**config.mk**
```make
export PLATFORM = sky130hd
export DESIGN_NAME = i2c_cfg_slave
export DESIGN_NICKNAME = d
export VERILOG_FILES = /design/src/rtl/i2c_cfg_pkg.sv /design/src/rtl/i2c_line_sync.sv /design/src/rtl/i2c_byte_shift.sv /design/src/rtl/i2c_rd_select.sv /design/src/rtl/i2c_cfg_slave.sv
export SDC_FILE = /design/constraint.sdc
export NUM_CORES = 1
export LEC_CHECK = 0
export ABC_AREA = 0
export CORE_AREA = 5 5 85 87
export DETAILED_ROUTE_END_ITERATION = 10
export DIE_AREA = 0 0 90 92
export PLACE_DENSITY = 0.73
export SLEW_MARGIN = 10
export SYNTH_ARGS = -nofsm -noshare
export SYNTH_HDL_FRONTEND = slang
export SYNTH_SLANG_ARGS = --single-unit
```
**constraint.sdc**
```tcl
create_clock -name clk_i -period 2.45 [get_ports clk_i]
set_input_delay 0.3675 -clock clk_i [delete_from_list [all_inputs] [get_ports clk_i]]
set_output_delay 0.3675 -clock clk_i [all_outputs]
set_load 0.005 [all_outputs]
```
**src/rtl/i2c_cfg_pkg.sv**
```systemverilog
package i2c_cfg_pkg;
  typedef enum logic [2:0] {
    ST_IDLE, ST_RECV, ST_ACK, ST_SEND, ST_MACK, ST_IGNORE
  } st_e;

  typedef enum logic [1:0] {RX_ADDR, RX_WDATA, RX_BCAST} rx_e;

  localparam logic [7:0] BCAST_ADDR  = 8'h00;
  localparam logic [7:0] BCAST_RESET = 8'h06;
  localparam logic [7:0] BCAST_KEEP  = 8'h04;
  localparam logic [4:0] HS_PREFIX   = 5'b00001;
endpackage

```
**src/rtl/i2c_line_sync.sv**
```systemverilog
module i2c_line_sync #(
  parameter int STAGES = 2
) (
  input  logic clk_i,
  input  logic rst_ni,
  input  logic scl_i,
  input  logic sda_i,
  output logic scl_o,
  output logic sda_o,
  output logic scl_rise_o,
  output logic scl_fall_o,
  output logic start_o,
  output logic stop_o
);
  logic [1:0] raw;
  logic [1:0] lvl;
  logic [1:0] lvl_q;

  assign raw = {sda_i, scl_i};

  for (genvar g = 0; g < 2; g++) begin : g_line
    logic [STAGES-1:0] chain;
    always_ff @(posedge clk_i or negedge rst_ni) begin
      if (!rst_ni) chain <= '1;
      else         chain <= {chain[STAGES-2:0], raw[g]};
    end
    assign lvl[g] = chain[STAGES-1];
  end

  always_ff @(posedge clk_i or negedge rst_ni) begin
    if (!rst_ni) lvl_q <= 2'b11;
    else         lvl_q <= lvl;
  end

  assign scl_o      = lvl[0];
  assign sda_o      = lvl[1];
  assign scl_rise_o = lvl[0] & ~lvl_q[0];
  assign scl_fall_o = ~lvl[0] & lvl_q[0];
  // conditions need SCL high on both samples
  assign start_o    = lvl[0] & lvl_q[0] & lvl_q[1] & ~lvl[1];
  assign stop_o     = lvl[0] & lvl_q[0] & ~lvl_q[1] & lvl[1];
endmodule

```
**src/rtl/i2c_byte_shift.sv**
```systemverilog
module i2c_byte_shift #(
  parameter int W = 8
) (
  input  logic         clk_i,
  input  logic         rst_ni,
  input  logic         clr_i,
  input  logic         shift_i,
  input  logic         bit_i,
  output logic [W-1:0] data_o,
  output logic         full_o
);
  localparam int CNT_W = $clog2(W + 1);

  logic [CNT_W-1:0] cnt_q;

  always_ff @(posedge clk_i or negedge rst_ni) begin
    if (!rst_ni) begin
      cnt_q  <= '0;
      data_o <= '0;
    end else if (clr_i) begin
      cnt_q  <= '0;
    end else if (shift_i) begin
      cnt_q  <= cnt_q + 1'b1;
      data_o <= {data_o[W-2:0], bit_i};
    end
  end

  assign full_o = (cnt_q == CNT_W'(W));
endmodule

```
**src/rtl/i2c_rd_select.sv**
```systemverilog
module i2c_rd_select #(
  parameter int RES_W = 16,
  parameter int IDX_W = 2
) (
  input  logic [RES_W-1:0] res_i,
  input  logic [7:0]       cfg_i,
  input  logic [IDX_W-1:0] idx_i,
  output logic [7:0]       byte_o
);
  localparam int RES_BYTES = RES_W / 8;

  always_comb begin
    byte_o = 8'hFF;
    for (int k = 0; k < RES_BYTES; k++) begin
      if (int'(idx_i) == k) byte_o = res_i[RES_W-1-8*k -: 8];
    end
    if (int'(idx_i) == RES_BYTES) byte_o = cfg_i;
  end
endmodule

```
**src/rtl/i2c_cfg_slave.sv**
```systemverilog
module i2c_cfg_slave
  import i2c_cfg_pkg::*;
#(
  parameter logic [6:0] SLAVE_ADDR  = 7'h48,
  parameter int         SYNC_STAGES = 2,
  parameter int         RES_W       = 16
) (
  input  logic             clk_i,
  input  logic             rst_ni,
  input  logic             scl_i,
  input  logic             sda_i,
  output logic             sda_oe_o,
  input  logic [RES_W-1:0] result_i,
  input  logic [7:0]       cfg_i,
  output logic             cfg_wr_o,
  output logic [7:0]       cfg_data_o,
  output logic             reset_req_o,
  output logic             hs_mode_o
);
  localparam int RES_BYTES = RES_W / 8;
  localparam int IDX_MAX   = RES_BYTES + 1;
  localparam int IDX_W     = $clog2(IDX_MAX + 1);

  logic scl_s, sda_s, scl_rise, scl_fall, start_det, stop_det;
  logic [7:0] rx_byte, rd_byte;
  logic rx_full, cnt_clr, cnt_shift;

  st_e  st_q, ack_nxt_q;
  rx_e  rx_q;
  logic wr_done_q, mack_q, sda_oe_q, cfg_wr_q, rst_req_q, hs_q;
  logic [IDX_W-1:0] idx_q;
  logic [7:0] tx_q, cfg_data_q;
  logic [RES_W-1:0] res_q;

  i2c_line_sync #(.STAGES(SYNC_STAGES)) u_sync (
    .clk_i, .rst_ni, .scl_i, .sda_i,
    .scl_o(scl_s), .sda_o(sda_s), .scl_rise_o(scl_rise), .scl_fall_o(scl_fall),
    .start_o(start_det), .stop_o(stop_det)
  );

  assign cnt_shift = scl_rise & (st_q == ST_RECV || st_q == ST_SEND);
  assign cnt_clr   = start_det | (scl_fall & rx_full & (st_q == ST_RECV || st_q == ST_SEND));

  i2c_byte_shift #(.W(8)) u_shift (
    .clk_i, .rst_ni, .clr_i(cnt_clr), .shift_i(cnt_shift), .bit_i(sda_s),
    .data_o(rx_byte), .full_o(rx_full)
  );

  i2c_rd_select #(.RES_W(RES_W), .IDX_W(IDX_W)) u_sel (
    .res_i(res_q), .cfg_i, .idx_i(idx_q), .byte_o(rd_byte)
  );

  always_ff @(posedge clk_i or negedge rst_ni) begin
    if (!rst_ni) begin
      st_q       <= ST_IDLE;
      ack_nxt_q  <= ST_IDLE;
      rx_q       <= RX_ADDR;
      wr_done_q  <= 1'b0;
      mack_q     <= 1'b0;
      sda_oe_q   <= 1'b0;
      cfg_wr_q   <= 1'b0;
      cfg_data_q <= '0;
      rst_req_q  <= 1'b0;
      hs_q       <= 1'b0;
      idx_q      <= '0;
      tx_q       <= '1;
      res_q      <= '0;
    end else begin
      cfg_wr_q  <= 1'b0;
      rst_req_q <= 1'b0;
      if (stop_det) begin
        st_q     <= ST_IDLE;
        sda_oe_q <= 1'b0;
        hs_q     <= 1'b0;
      end else if (start_det) begin
        st_q     <= ST_RECV;
        rx_q     <= RX_ADDR;
        sda_oe_q <= 1'b0;
      end else begin
        unique case (st_q)
          ST_RECV: if (scl_fall && rx_full) begin
            unique case (rx_q)
              RX_ADDR: begin
                if (rx_byte[7:1] == SLAVE_ADDR) begin
                  sda_oe_q  <= 1'b1;
                  st_q      <= ST_ACK;
                  idx_q     <= '0;
                  res_q     <= result_i;
                  wr_done_q <= 1'b0;
                  rx_q      <= RX_WDATA;
                  ack_nxt_q <= rx_byte[0] ? ST_SEND : ST_RECV;
                end else if (rx_byte == BCAST_ADDR) begin
                  sda_oe_q  <= 1'b1;
                  st_q      <= ST_ACK;
                  rx_q      <= RX_BCAST;
                  ack_nxt_q <= ST_RECV;
                end else begin
                  st_q <= ST_IGNORE;
                  if (rx_byte[7:3] == HS_PREFIX) hs_q <= 1'b1;
                end
              end
              RX_WDATA: begin
                if (!wr_done_q) begin
                  sda_oe_q   <= 1'b1;
                  st_q       <= ST_ACK;
                  ack_nxt_q  <= ST_RECV;
                  wr_done_q  <= 1'b1;
                  cfg_wr_q   <= 1'b1;
                  cfg_data_q <= rx_byte;
                end else begin
                  st_q <= ST_IGNORE;
                end
              end
              default: begin
                if (rx_byte == BCAST_RESET || rx_byte == BCAST_KEEP) begin
                  sda_oe_q  <= 1'b1;
                  st_q      <= ST_ACK;
                  ack_nxt_q <= ST_IGNORE;
                  rst_req_q <= (rx_byte == BCAST_RESET);
                end else begin
                  st_q <= ST_IGNORE;
                end
              end
            endcase
          end
          ST_ACK: if (scl_fall) begin
            st_q <= ack_nxt_q;
            if (ack_nxt_q == ST_SEND) begin
              tx_q     <= rd_byte;
              sda_oe_q <= ~rd_byte[7];
            end else begin
              sda_oe_q <= 1'b0;
            end
          end
          ST_SEND: if (scl_fall) begin
            if (rx_full) begin
              sda_oe_q <= 1'b0;
              st_q     <= ST_MACK;
            end else begin
              tx_q     <= {tx_q[6:0], 1'b1};
              sda_oe_q <= ~tx_q[6];
            end
          end
          ST_MACK: begin
            if (scl_rise) begin
              mack_q <= ~sda_s;
              if (!sda_s && int'(idx_q) < IDX_MAX) idx_q <= idx_q + 1'b1;
            end
            if (scl_fall) begin
              if (mack_q) begin
                st_q     <= ST_SEND;
                tx_q     <= rd_byte;
                sda_oe_q <= ~rd_byte[7];
              end else begin
                st_q <= ST_IGNORE;
              end
            end
          end
          default: ;
        endcase
      end
    end
  end

  assign sda_oe_o    = sda_oe_q;
  assign cfg_wr_o    = cfg_wr_q;
  assign cfg_data_o  = cfg_data_q;
  assign reset_req_o = rst_req_q;
  assign hs_mode_o   = hs_q;

  assert_drive_scl_low_R2: assert property (@(posedge clk_i) disable iff (!rst_ni)
    $rose(sda_oe_q) |-> !$past(scl_s));
  assert_cfg_one_cycle_R3: assert property (@(posedge clk_i) disable iff (!rst_ni)
    cfg_wr_o |=> !cfg_wr_o);
  assert_reset_with_ack_R7: assert property (@(posedge clk_i) disable iff (!rst_ni)
    reset_req_o |-> sda_oe_o);
  assert_reset_one_cycle_R7: assert property (@(posedge clk_i) disable iff (!rst_ni)
    reset_req_o |=> !reset_req_o);
  assert_hs_no_ack_R8: assert property (@(posedge clk_i) disable iff (!rst_ni)
    $rose(hs_q) |-> !sda_oe_q);
  assert_hs_clear_R8: assert property (@(posedge clk_i) disable iff (!rst_ni)
    stop_det |=> !hs_q);
  assert_ignore_quiet_R9: assert property (@(posedge clk_i) disable iff (!rst_ni)
    (st_q == ST_IGNORE) |-> !sda_oe_q);
  assert_stop_idle_R1: assert property (@(posedge clk_i) disable iff (!rst_ni)
    stop_det |=> (st_q == ST_IDLE && !sda_oe_q));
endmodule

```
* Word-level counts from Yosys, hierarchy flattened
Index checks and enable logic that the tools add are counted.
** Cells by class
- $add $sub $neg :: 2
- Magnitude comparators :: 1
- Equal/unequal tests :: 39
- Multiplexer cells :: 81
- Bitwise gates (word level) :: 21
- Reduce and logical (&&, ||, !) cells :: 35
** Operators with widths (count)
- $mux W3 :: 16
- $mux W7 :: 6
- $mux W1 :: 34
- $mux W2 :: 12
- $mux W8 :: 3
- $ne A2 B2 Y1 const B :: 12
- $reduce_and A6 Y1 :: 4
- $pmux W7 S3 :: 1
- $ne A4 B4 Y1 const B :: 5
- $reduce_bool A2 Y1 :: 10
- $reduce_and A9 Y1 :: 2
- $eq A8 B3 Y1 const B :: 2
- $reduce_and A7 Y1 :: 2
- $pmux W3 S2 :: 2
- $pmux W3 S4 :: 1
- $and A1 B1 Y1 :: 10
- $not A1 Y1 :: 10
- $eq A3 B2 Y1 const B :: 3
- $reduce_bool A3 Y1 :: 3
- $logic_not A8 Y1 :: 1
- $mux W4 :: 2
- $ne A2 B1 Y1 const B :: 4
- $reduce_and A8 Y1 :: 1
- $eq A7 B7 Y1 const B :: 1
- other kinds (27) :: 32
** Word-level totals
- Bits in registers :: 65
- Input port bits :: 28
- Output and inout port bits :: 12
- Word-level logic and storage cells :: 197

* Longest topological paths before layout
Gate-level depths: netlist of the first run.
- Depth after elaboration :: 10
- Depth in mapped cells :: 8

* Modules after synthesis
A second synthesis of the first run with hierarchy kept.
** Unflattened totals
- Cells, all modules :: 261
- Area, all modules :: 3283.1 um^2
** By module, submodules not included
- i2c_cfg_slave :: instances 1, cells each 191, area an instance 2328.5 um^2, seq. area each 1184.9 um^2
- i2c_byte_shift :: instances 1, cells each 40, area an instance 573.0 um^2, seq. area each 300.3 um^2
- i2c_rd_select :: instances 1, cells each 20, area an instance 191.4 um^2, seq. area each 0.0 um^2
- i2c_line_sync :: instances 1, cells each 10, area an instance 190.2 um^2, seq. area each 157.7 um^2

* Worst setup path before layout of the first run
OpenSTA, ideal clock, no wires.
- Path type :: register to register
- From :: register u_shift.cnt_q[0]
- To :: register res_q[10]
- Library setup time :: 0.127 ns
- Arrival :: 1.725 ns
- Required time :: 2.323 ns
- Slack :: 0.598 ns
- Cell stages (with the launch flop) :: 8
- Path buffers :: 1
- Path through :: dfrtp_1 inv_1 ha_1 and3b_1 nand3_1 nor2_4 buf_6 mux2_1
** Between the ends
- Cells in the longest elaborated chain, start to end :: 3
** RTL lines
- start, declared :: line i2c_byte_shift.sv:14 : logic [CNT_W-1:0] cnt_q;
- start signal, assigned :: line i2c_byte_shift.sv:23 : cnt_q <= cnt_q + 1'b1;
- $eq A4 B4 Y1 :: line i2c_byte_shift.sv:28 : assign full_o = (cnt_q == CNT_W'(W));
- $logic_and A1 B1 Y1 :: line i2c_cfg_slave.sv:81 : ST_RECV: if (scl_fall && rx_full) begin
- $reduce_and A6 Y1 (no source line)
- end signal, assigned :: line i2c_cfg_slave.sv:88 : res_q <= result_i;
- end, declared :: line i2c_cfg_slave.sv:33 : logic [RES_W-1:0] res_q;
Every way passes these cells.
A chain may end at the register's enable or synchronous reset.

* Worst setup path in the final report of the first run
- From :: register st_q[2]
- To :: register res_q[2]
** Between the ends
- Cells in the longest elaborated chain, start to end :: 2
** RTL lines
- start, declared :: line i2c_cfg_slave.sv:28 : st_e st_q, ack_nxt_q;
- start signal, assigned :: line i2c_cfg_slave.sv:127 : st_q <= ack_nxt_q;
- $eq A3 B1 Y1 :: line i2c_cfg_slave.sv:80 : unique case (st_q)
- $reduce_and A6 Y1 (no source line)
Every way passes these cells.

==> run summary, run 1 <==
Run status: finished clean
Syn Inst Count: 273
Pwr Total: 2.59 mW
DRT iter0 DRCs: 127
Vias in the first global route: 2198
Crit path kind: register to register
Layout cell share with drive strength beyond 1: 22.2%
Max Cap Viol: 0
Metal3 WL: 186 um
CTS buffer count: 9
Chip width: 90 um
Slew margin rel.: 47.0%
Max layer used: met4
Unrepaired setup endpoints after global routing: false
I/O pin total: 40
Total GRT Usage: 16.2%
Num Clock Sinks: 65
Met2 wire len: 2.91 mm
Cts hold-fix bufs: 0
Clock Skews: 7.09 ps
TritonCTS clock tree: built
R2R depth: 4
RR Endpoint: res_q[2]
Setup slack, reg-to-reg: 260 ps
Die height: 92 um
Yosys reg bits: 65
Post-Syn Nets: 307
DRC errors left: 0
Largest net degree at the start of global routing: 66
Antenna Nets Post-Route: 0
Slew at the pin closest to its max-slew limit: 795 ps
Vias per inst: 5.48
Total congestion overflow: 0
DP Area: 3620 um2
Crit share post-route: 89.3%
Final Util: 60.7%
Mapped cell area: 3150 um2
Min setup slack post-route: 263 ps
Metal-1 WL: 3.10 mm
Top_reg_cell synth: dfrtp_1
Worst vdd ir: 465 uV
Worst r2r src: st_q[2]
Setup crit end kind: register
Longest Clk Path Bufs: 2
Number of enable flip-flop cells after synthesis: 0
Design area: 3810 um2
Core area: 6280 um2
Final hold vios: 0
Die area: 8280 um2
CTS resizes: 0
Number of diodes: 0
Number of synthesis warnings: 0
Area delta synth->final: 20.9%
Final non-filler cell total: 401
Netlist cell types: 54
Root Buffer: clkbuf_8
Setup tns final: 0 ps
Final setup fails: 0
First-pass GRT wire length: 10.8 mm
Initial antenna violation count: 0
Minimum clock period: 2190 ps
Via count: 2196
Final layout net count: 353
Worst EP required: 2660 ps
Initial core utilization: 50.2%
Port Buffers: 39
Asr flop ratio synth: 100%
Hold Worst Slack: 199 ps
Register area share after synthesis: 52.1%
Syn avg cell area: 11.6 um2
Rows: 29
WP data arrival: 2400 ps
Pre-CTS setup slack: 289 ps
Clock slew at reported path FFs: 70 ps
Slew Limit Fails: 0
H-tree lvl count: 3
Final wirelength: 6.27 mm
Hold Path Class: input pin to async pin
Placed cell count: 385
CP Max Fanout: 18
Avg WL per Cell: 15.6 um
Setup repair bufs after CTS: 0
Pwr Density: 680 nW/um2
Hpwl dp: 4.49 mm
Fmax: 457 MHz
DRT Pass-1 Iters: 4
Worst-Skew Late Latency: 330 ps
Startpoint types: register
Pleak: 1.74 nW
GPL Wtd Cong: 0.894
# fillers: 511
-- per-layer routing --
metal	GRT usage (%)	vias to the layer above
met5	0	-
met4	7.82	0
met3	3.36	6
met2	23.0	36
met1	23.6	1081
li1	-	1073
-- how the worst max path moves through the flow --
| stage | start | to | depth (start not counted) |
|---|---|---|---|
| 2_1_floorplan | u_shift.cnt_q[0] | res_q[10] | 7 |
| 4_1_cts | st_q[2] | res_q[2] | 4 |
| 3_3_place_gp | st_q[2] | res_q[5] | 4 |
| 5_1_grt | st_q[2] | res_q[2] | 4 |
| 3_5_place_dp | st_q[2] | res_q[2] | 4 |
| 6_report | st_q[2] | res_q[2] | 4 |
-- flip-flops by register name, summed over array words and instances (netlist names) --
signal,cells
ack_nxt_q,3
cfg_data_o,8
cfg_wr_o,1
hs_mode_o,1
idx_q,2
mack_q,1
res_q,16
reset_req_o,1
rx_q,2
sda_oe_o,1
st_q,3
tx_q,7
u_shift.cnt_q,4
u_shift.data_o,8
u_sync.g_line.chain,4
u_sync.lvl_q,2
wr_done_q,1
-- worst max-delay path, cell delays in order (launching register included) --
cell and delay (ps):
dfrtp_1 480, nor3b_1 430, nand3_1 270, nor2_4 480, mux2_2 400
-- synthesized netlist by cell type (2+ instances only) --
| library cell | instances | area share (%) |
|---|---|---|
| dfrtp_1 | 52 | 41 |
| nand3_1 | 5 | 0.79 |
| nor3b_1 | 2 | 0.48 |
| a22o_1 | 3 | 0.83 |
| and3_1 | 2 | 0.40 |
| nand2_1 | 25 | 3.0 |
| buf_2 | 2 | 0.32 |
| nand4b_1 | 2 | 0.56 |
| buf_6 | 2 | 0.71 |
| dfstp_2 | 13 | 11 |
| clkbuf_1 | 4 | 0.48 |
| nor2b_1 | 4 | 0.79 |
| nand4_1 | 2 | 0.40 |
| nor3_1 | 3 | 0.48 |
| mux2i_1 | 9 | 2.9 |
| o31ai_1 | 3 | 0.71 |
| nor2_1 | 9 | 1.1 |
| mux2_1 | 7 | 2.5 |
| a21oi_1 | 8 | 1.3 |
| o22ai_1 | 10 | 2.0 |
| ha_1 | 6 | 2.4 |
| xor2_1 | 3 | 0.83 |
| inv_1 | 15 | 1.8 |
| o211ai_1 | 8 | 1.9 |
| nand2b_1 | 5 | 0.99 |
| o21ai_0 | 15 | 2.4 |
| nand3b_1 | 2 | 0.48 |
| xnor2_1 | 2 | 0.56 |
| mux2_2 | 25 | 8.9 |
-- layout by cell type (no fill, tap or decap), types with 2 or more instances in the layout --
cell type,count
dfrtp_1,52
clkdlybuf4s50_1,38
nand2_1,25
mux2_2,25
inv_1,15
o21ai_0,15
dfstp_2,13
o22ai_1,10
nor2_1,9
mux2i_1,9
clkbuf_8,9
a21oi_1,8
o211ai_1,8
mux2_1,7
ha_1,6
buf_4,6
nand2b_1,5
nand3_1,5
nor2b_1,4
nor3_1,3
a22o_1,3
xor2_1,3
o31ai_1,3
nor3b_1,2
nand3b_1,2
xnor2_1,2
nand4b_1,2
nand4_1,2
and3_1,2
clkbuf_1,2
clkinv_2,2
-- kinds of logic after synthesis --
family | count (synthesis) | share of synthesized area [%]
muxes | 42 | 14.8
xor gates and xnor gates | 5 | 1.39
DFF | 65 | 52.1
buffers and inverters | 25 | 3.57
adders and majority gates | 6 | 2.38
AOI/OAI and AO/OA | 55 | 11.8
and+or+nand+nor | 75 | 14.0
-- power by group --
| part | switching [mW] | leakage [nW] | internal, mW |
|---|---|---|---|
| clock | 0.396 | 0.0933 | 0.469 |
| combinational | 0.221 | 0.800 | 0.208 |
| sequential | 0.128 | 0.845 | 1.17 |
-- final cells by class --
class | instances | area [um2] | area share [%]
Clock inverter | 5 | 56.3 | 1.48
Multi-Input combinational cell | 183 | 1400 | 36.7
Inverter | 15 | 56.3 | 1.48
Clock buffer | 11 | 131 | 3.45
Sequential cell | 65 | 1640 | 43.1
Timing Repair Buffer | 45 | 430 | 11.3
Tap cell | 77 | 96.3 | 2.53
No activity file was read; power rests on OpenSTA's default activity.
==> run 2, diff against run 1 <==
Settings changed: GPL_TIMING_DRIVEN from default to 0.
==> run summary, run 2 (synthesis gave the netlist of run 1 again) <==
DRT Pass-1 Iters: 5 (was 4)
NetSw: 0.772 mW (was 0.745 mW)
Total GRT Usage: 16.8% (was 16.2%)
Slowest Stage Delay on Critical Path: 430 ps (was 480 ps)
Minimum clock period: 2210 ps (was 2190 ps)
Area of the multi-input gates: 1400 um2 (unchanged)
Clock slew at reported path FFs: 70 ps (about the same)
First-pass GRT wire length: 11.0 mm (was 10.8 mm)
Antenna Nets Post-Route: 0 (unchanged)
Total congestion overflow: 0 (unchanged)
Number of diodes: 0 (unchanged)
Layout cell share with drive strength beyond 1: 22.3% (was 22.2%)
Most frequent cells in the layout: dfrtp_1 (52), clkdlybuf4s50_1 (38), nand2_1 (25), mux2_2 (25) (unchanged)
Worst vdd ir: 554 uV (was 465 uV)
Vias in the first global route: 2258 (was 2198)
Commonest non-fill, non-tap cell in the layout: dfrtp_1 (unchanged)
Avg WL per Cell: 16.0 um (was 15.6 um)
GPL Wtd Cong: 0.919 (was 0.894)
Sw Ratio: 27.0% (was 28.7%)
I/O pin total: 40 (unchanged)
Largest net degree at the start of global routing: 66 (unchanged)
CP Max Fanout: 10 (was 18)
Unrepaired setup endpoints after global routing: false (unchanged)
Port Buffers: 39 (unchanged)
Clk pwr share: 39.8% (was 33.4%)
TritonCTS clock tree: built (unchanged)
CTS buffer count: 9 (unchanged)
Max Cap Viol: 0 (unchanged)
Setup repair bufs after CTS: 0 (unchanged)
Setup crit end kind: register (unchanged)
Longest Clk Path Bufs: 2 (unchanged)
Slew margin rel.: 48.0% (was 47.0%)
Slowest-stage cell, CP: dfrtp_1 (unchanged)
Final wirelength: 6.46 mm (was 6.27 mm)
Register Area: 1640 um2 (unchanged)
Cts hold-fix bufs: 0 (unchanged)
Chip width: 90 um (unchanged)
Most flops, register: res_q (unchanged)
Vias per inst: 5.47 (was 5.48)
Sequential Power Share: 45.2% (was 50.1%)
Die height: 92 um (unchanged)
DRC errors left: 0 (unchanged)
Die area: 8280 um2 (unchanged)
CP bufs+invs: 2 (was 0)
Final layout net count: 357 (was 353)
WP data arrival: 2440 ps (was 2400 ps)
Fmax: 452 MHz (was 457 MHz)
CP Cell Sequence: inv_1 -> ha_1 -> and3b_1 -> nand3_1 -> nor2_4 -> buf_6 -> mux2_1 (was nor3b_1 -> nand3_1 -> nor2_4 -> mux2_2)
Largest register FFs: 16 (unchanged)
Root Buffer: clkbuf_8 (unchanged)
Pre-CTS setup slack: 233 ps (was 289 ps)
Initial antenna violation count: 0 (unchanged)
Pleak: 1.77 nW (was 1.74 nW)
Worst EP required: 2680 ps (was 2660 ps)
Slew at the pin closest to its max-slew limit: 780 ps (was 795 ps)
Hpwl dp: 4.61 mm (was 4.49 mm)
Final setup fails: 0 (unchanged)
Hold Worst Slack: 102 ps (was 199 ps)
Worst-Skew Late Latency: 350 ps (was 330 ps)
Slew Limit Fails: 0 (unchanged)
Pwr Total: 2.86 mW (was 2.59 mW)
Crit share post-route: 90.3% (was 89.3%)
CTS resizes: 0 (unchanged)
Crit path kind: register to register (unchanged)
CP delay by family, top: simple AND/OR/NAND/NOR gates (unchanged)
DRT iter0 DRCs: 144 (was 127)
Run status: finished clean (unchanged)
Pwr Density: 734 nW/um2 (was 680 nW/um2)
Via count: 2214 (was 2196)
Cell internal pwr: 2.08 mW (was 1.85 mW)
Hold Path Class: input pin to async pin (unchanged)
Startpoint types: register (unchanged)
Rows: 29 (unchanged)
DP Area: 3640 um2 (was 3620 um2)
H-tree lvl count: 3 (unchanged)
Design area: 3890 um2 (was 3810 um2)
# fillers: 525 (was 511)
Area delta synth->final: 23.3% (was 20.9%)
Initial core utilization: 50.2% (unchanged)
Core area: 6280 um2 (unchanged)
Clock Skews: 10.4 ps (was 7.09 ps)
Final Util: 62.0% (was 60.7%)
Num Clock Sinks: 65 (unchanged)
Final hold vios: 0 (unchanged)
Comb pwr share: 14.9% (was 16.5%)
Min setup slack post-route: 237 ps (was 263 ps)
run 2: cell count changes in the layout (fill, tap and decap cells not counted), moves of 2 or more:
cell,delta
buf_4,-5
buf_6,+2
bufinv_16,+2
clkbuf_1,+2
clkinv_2,-2
run 2: worst reg2reg max path, delay by kind of cell (launching register included):
family / cells / cell delay (ps)
AND/OR/NAND/NOR: 3 / 880
flip-flops: 1 / 430
buffers and inverters: 2 / 290
multiplexers: 1 / 340
adder cells (fa/ha/maj): 1 / 160
run 2: area by class of cell:
cell class                 count  area share (%)
sequential                    65            42.2
clock inverter                 6            2.93
inverter                      15            1.45
multi-input combinational    183            36.0
buffer                        10            1.45
clock buffer                  10            3.54
tap                           77            2.48
timing repair buffer          39            9.97
run 2: layer usage:
| metal | track usage [%] | vias up | share of wire [%] |
|---|---|---|---|
| met1 | 23.6 | 1074 | 47 |
| met5 | 0 | - | 0 |
| met4 | 8.19 | 0 | 2.1 |
| met2 | 23.6 | 48 | 45 |
| met3 | 4.99 | 13 | 5.2 |
| li1 | - | 1079 | - |
run 2: power by group through the flow:
stage	sequential [mW]	combinational (mW)	clock [mW]
6_report	1.29	0.427	1.14
5_1_grt	1.31	0.473	1.21
4_1_cts	1.29	0.427	1.15
3_5_place_dp	1.31	0.425	0
3_3_place_gp	1.31	0.414	0
2_1_floorplan	1.27	0.305	0
run 2: final timing paths:
check	start	end	slack [ps]	cells after the start
setup / recovery	u_shift.cnt_q[0]	res_q[12]	240	7
hold / removal	rst_ni	res_q[5]	100	1
setup reg to reg	u_shift.cnt_q[0]	res_q[12]	240	7
hold reg to reg	u_sync.g_line[0].chain[0]	u_sync.g_line[0].chain[1]	360	0
max in group asynchronous	rst_ni	ack_nxt_q[2]	1830	1
min in group clk_i	u_sync.g_line[0].chain[0]	u_sync.g_line[0].chain[1]	360	0
run 2: stage by stage:
| step | setup TNS [ps] | std cells |
|---|---|---|
| detailed placement | 0 | 389 |
| CTS | 0 | 405 |
| floorplan | 0 | 273 |
| finish | 0 | 405 |
| global route | 0 | 405 |
| global placement | -59640 | 389 |
==> run 3, diff against run 2 <==
Settings changed: CORE_AREA 5 5 85 87 to 2 2 82 84, DIE_AREA 0 0 90 92 to 0 0 84 86, PLACE_DENSITY 0.73 to default, PLACE_DENSITY_LB_ADDON from default to 0.3.
==> run summary, run 3 (synthesis gave the netlist of run 1 again) <==
Unrepaired setup endpoints after global routing: false (unchanged)
Total congestion overflow: 0 (unchanged)
Final Util: 61.5% (was 62.0%)
Fmax: 452 MHz (about the same)
Number of diodes: 0 (unchanged)
DRT iter0 DRCs: 82 (was 144)
Antenna Nets Post-Route: 0 (unchanged)
Final layout net count: 357 (unchanged)
Pleak: 1.76 nW (was 1.77 nW)
Critical path endpoint: res_q[10] (was res_q[12])
Pwr Density: 708 nW/um2 (was 734 nW/um2)
Clock slew at reported path FFs: 70 ps (about the same)
Crit share post-route: 90.3% (about the same)
Hold Worst Slack: 103 ps (was 102 ps)
TritonCTS clock tree: built (unchanged)
Setup repair bufs after CTS: 0 (unchanged)
Minimum clock period: 2210 ps (about the same)
Startpoint types: register (unchanged)
CTS resizes: 0 (unchanged)
Worst r2r src: u_shift.cnt_q[0] (unchanged)
Initial core utilization: 50.2% (unchanged)
Vias per inst: 5.55 (was 5.47)
Hpwl dp: 4.47 mm (was 4.61 mm)
Chip width: 84 um (was 90 um)
Setup crit end kind: register (unchanged)
DRT Pass-1 Iters: 6 (was 5)
DRC errors left: 0 (unchanged)
Die height: 86 um (was 92 um)
Layout cell share with drive strength beyond 1: 21.3% (was 22.3%)
Port Buffers: 39 (unchanged)
R2R depth: 7 (unchanged)
CTS buffer count: 9 (unchanged)
Die area: 7220 um2 (was 8280 um2)
Most frequent cells in the layout: dfrtp_1 (52), clkdlybuf4s50_1 (38), nand2_1 (25), mux2_2 (25) (unchanged)
Most flops, register: res_q (unchanged)
Worst setup path startpoint: u_shift.cnt_q[0] (unchanged)
Hold Path Class: input pin to async pin (unchanged)
I/O pin total: 40 (unchanged)
Cts hold-fix bufs: 0 (unchanged)
Total GRT Usage: 18.9% (was 16.8%)
Slew Limit Fails: 0 (unchanged)
Final setup fails: 0 (unchanged)
Max Cap Viol: 0 (unchanged)
Vias in the first global route: 2185 (was 2258)
Slew at the pin closest to its max-slew limit: 800 ps (was 780 ps)
Clock Skews: 9.28 ps (was 10.4 ps)
Commonest non-fill, non-tap cell in the layout: dfrtp_1 (unchanged)
Largest register FFs: 16 (unchanged)
Worst EP required: 2660 ps (was 2680 ps)
GPL Wtd Cong: 0.869 (was 0.919)
First-pass GRT wire length: 10.7 mm (was 11.0 mm)
Slew margin rel.: 46.7% (was 48.0%)
Final wirelength: 6.32 mm (was 6.46 mm)
Largest net degree at the start of global routing: 66 (unchanged)
WP data arrival: 2420 ps (was 2440 ps)
Root Buffer: clkbuf_8 (unchanged)
Via count: 2246 (was 2214)
Crit path kind: register to register (unchanged)
Run status: finished clean (unchanged)
Worst-Skew Late Latency: 330 ps (was 350 ps)
Worst vdd ir: 554 uV (about the same)
Num Clock Sinks: 65 (unchanged)
Longest Clk Path Bufs: 2 (unchanged)
Area delta synth->final: 22.4% (was 23.3%)
H-tree lvl count: 3 (unchanged)
Rows: 29 (unchanged)
Final hold vios: 0 (unchanged)
Setup slack, reg-to-reg: 240 ps (about the same)
Core area: 6280 um2 (unchanged)
RR Endpoint: res_q[10] (was res_q[12])
# fillers: 516 (was 525)
Avg WL per Cell: 15.6 um (was 16.0 um)
Initial antenna violation count: 0 (unchanged)
CP Max Fanout: 10 (unchanged)
[run 3: cell count changes in the layout (fill, tap and decap cells not counted)]
cell,before,now
clkbuf_1,4,7
clkinvlp_4,2,0
inv_6,1,0
bufinv_16,3,2
clkbuf_8,10,11
[run 3: worst max-delay path, stage by stage, from the launching register on]
cell and delay, ps:
dfrtp_1 420, inv_1 70, ha_1 160, and3b_1 290, nand3_1 220, nor2_4 370
buf_6 210, mux2_1 330
[run 3: power by group]
part / total, mW / internal, mW / switching, mW
clock: 1.02 / 0.631 / 0.387
sequential: 1.30 / 1.17 / 0.124
combinational: 0.422 / 0.206 / 0.216
[run 3: final cells by class]
cell class | count | area (um2) | area share, %
Inverter | 15 | 56.3 | 1.46
Timing Repair Buffer | 39 | 388 | 10.0
Clock buffer | 14 | 163 | 4.21
Clock inverter | 2 | 60.1 | 1.56
Multi-Input combinational cell | 183 | 1400 | 36.2
Buffer | 10 | 56.3 | 1.46
Tap cell | 77 | 96.3 | 2.50
Sequential cell | 65 | 1640 | 42.5
[run 3: how the worst min path moves through the flow]
stage,cells past startpoint,startpoint,to,slack (ps)
3_3_place_gp,0,u_sync.g_line[1].chain[0],u_sync.g_line[1].chain[1],350
3_5_place_dp,0,u_sync.g_line[0].chain[0],u_sync.g_line[0].chain[1],350
6_report,1,rst_ni,res_q[13],100
2_1_floorplan,0,rst_ni,ack_nxt_q[0],70
4_1_cts,1,rst_ni,res_q[12],140
5_1_grt,1,rst_ni,res_q[12],190
[run 3: through the flow]
stage                     instance area [um2]  worst slack, ps  total power [mW]  std cells  setup TNS (ps)
after floorplan                          3150              598              1.58        273               0
after global placement                   3640            -1050              1.72        389          -58890
after detailed placement                 3640              271              1.74        389               0
after CTS                                3860              246              2.75        405               0
after global routing                     3860              117              2.86        405               0
final                                    3860              239              2.73        405               0
[run 3: per-layer routing]
| layer | vias up | global-route usage [%] | wire length, um |
|---|---|---|---|
| met5 | - | 0 | 0 |
| met2 | 56 | 28.6 | 2840 |
| li1 | 1082 | - | - |
| met1 | 1096 | 26.9 | 3120 |
| met3 | 12 | 4.33 | 244 |
| met4 | 0 | 7.18 | 118 |
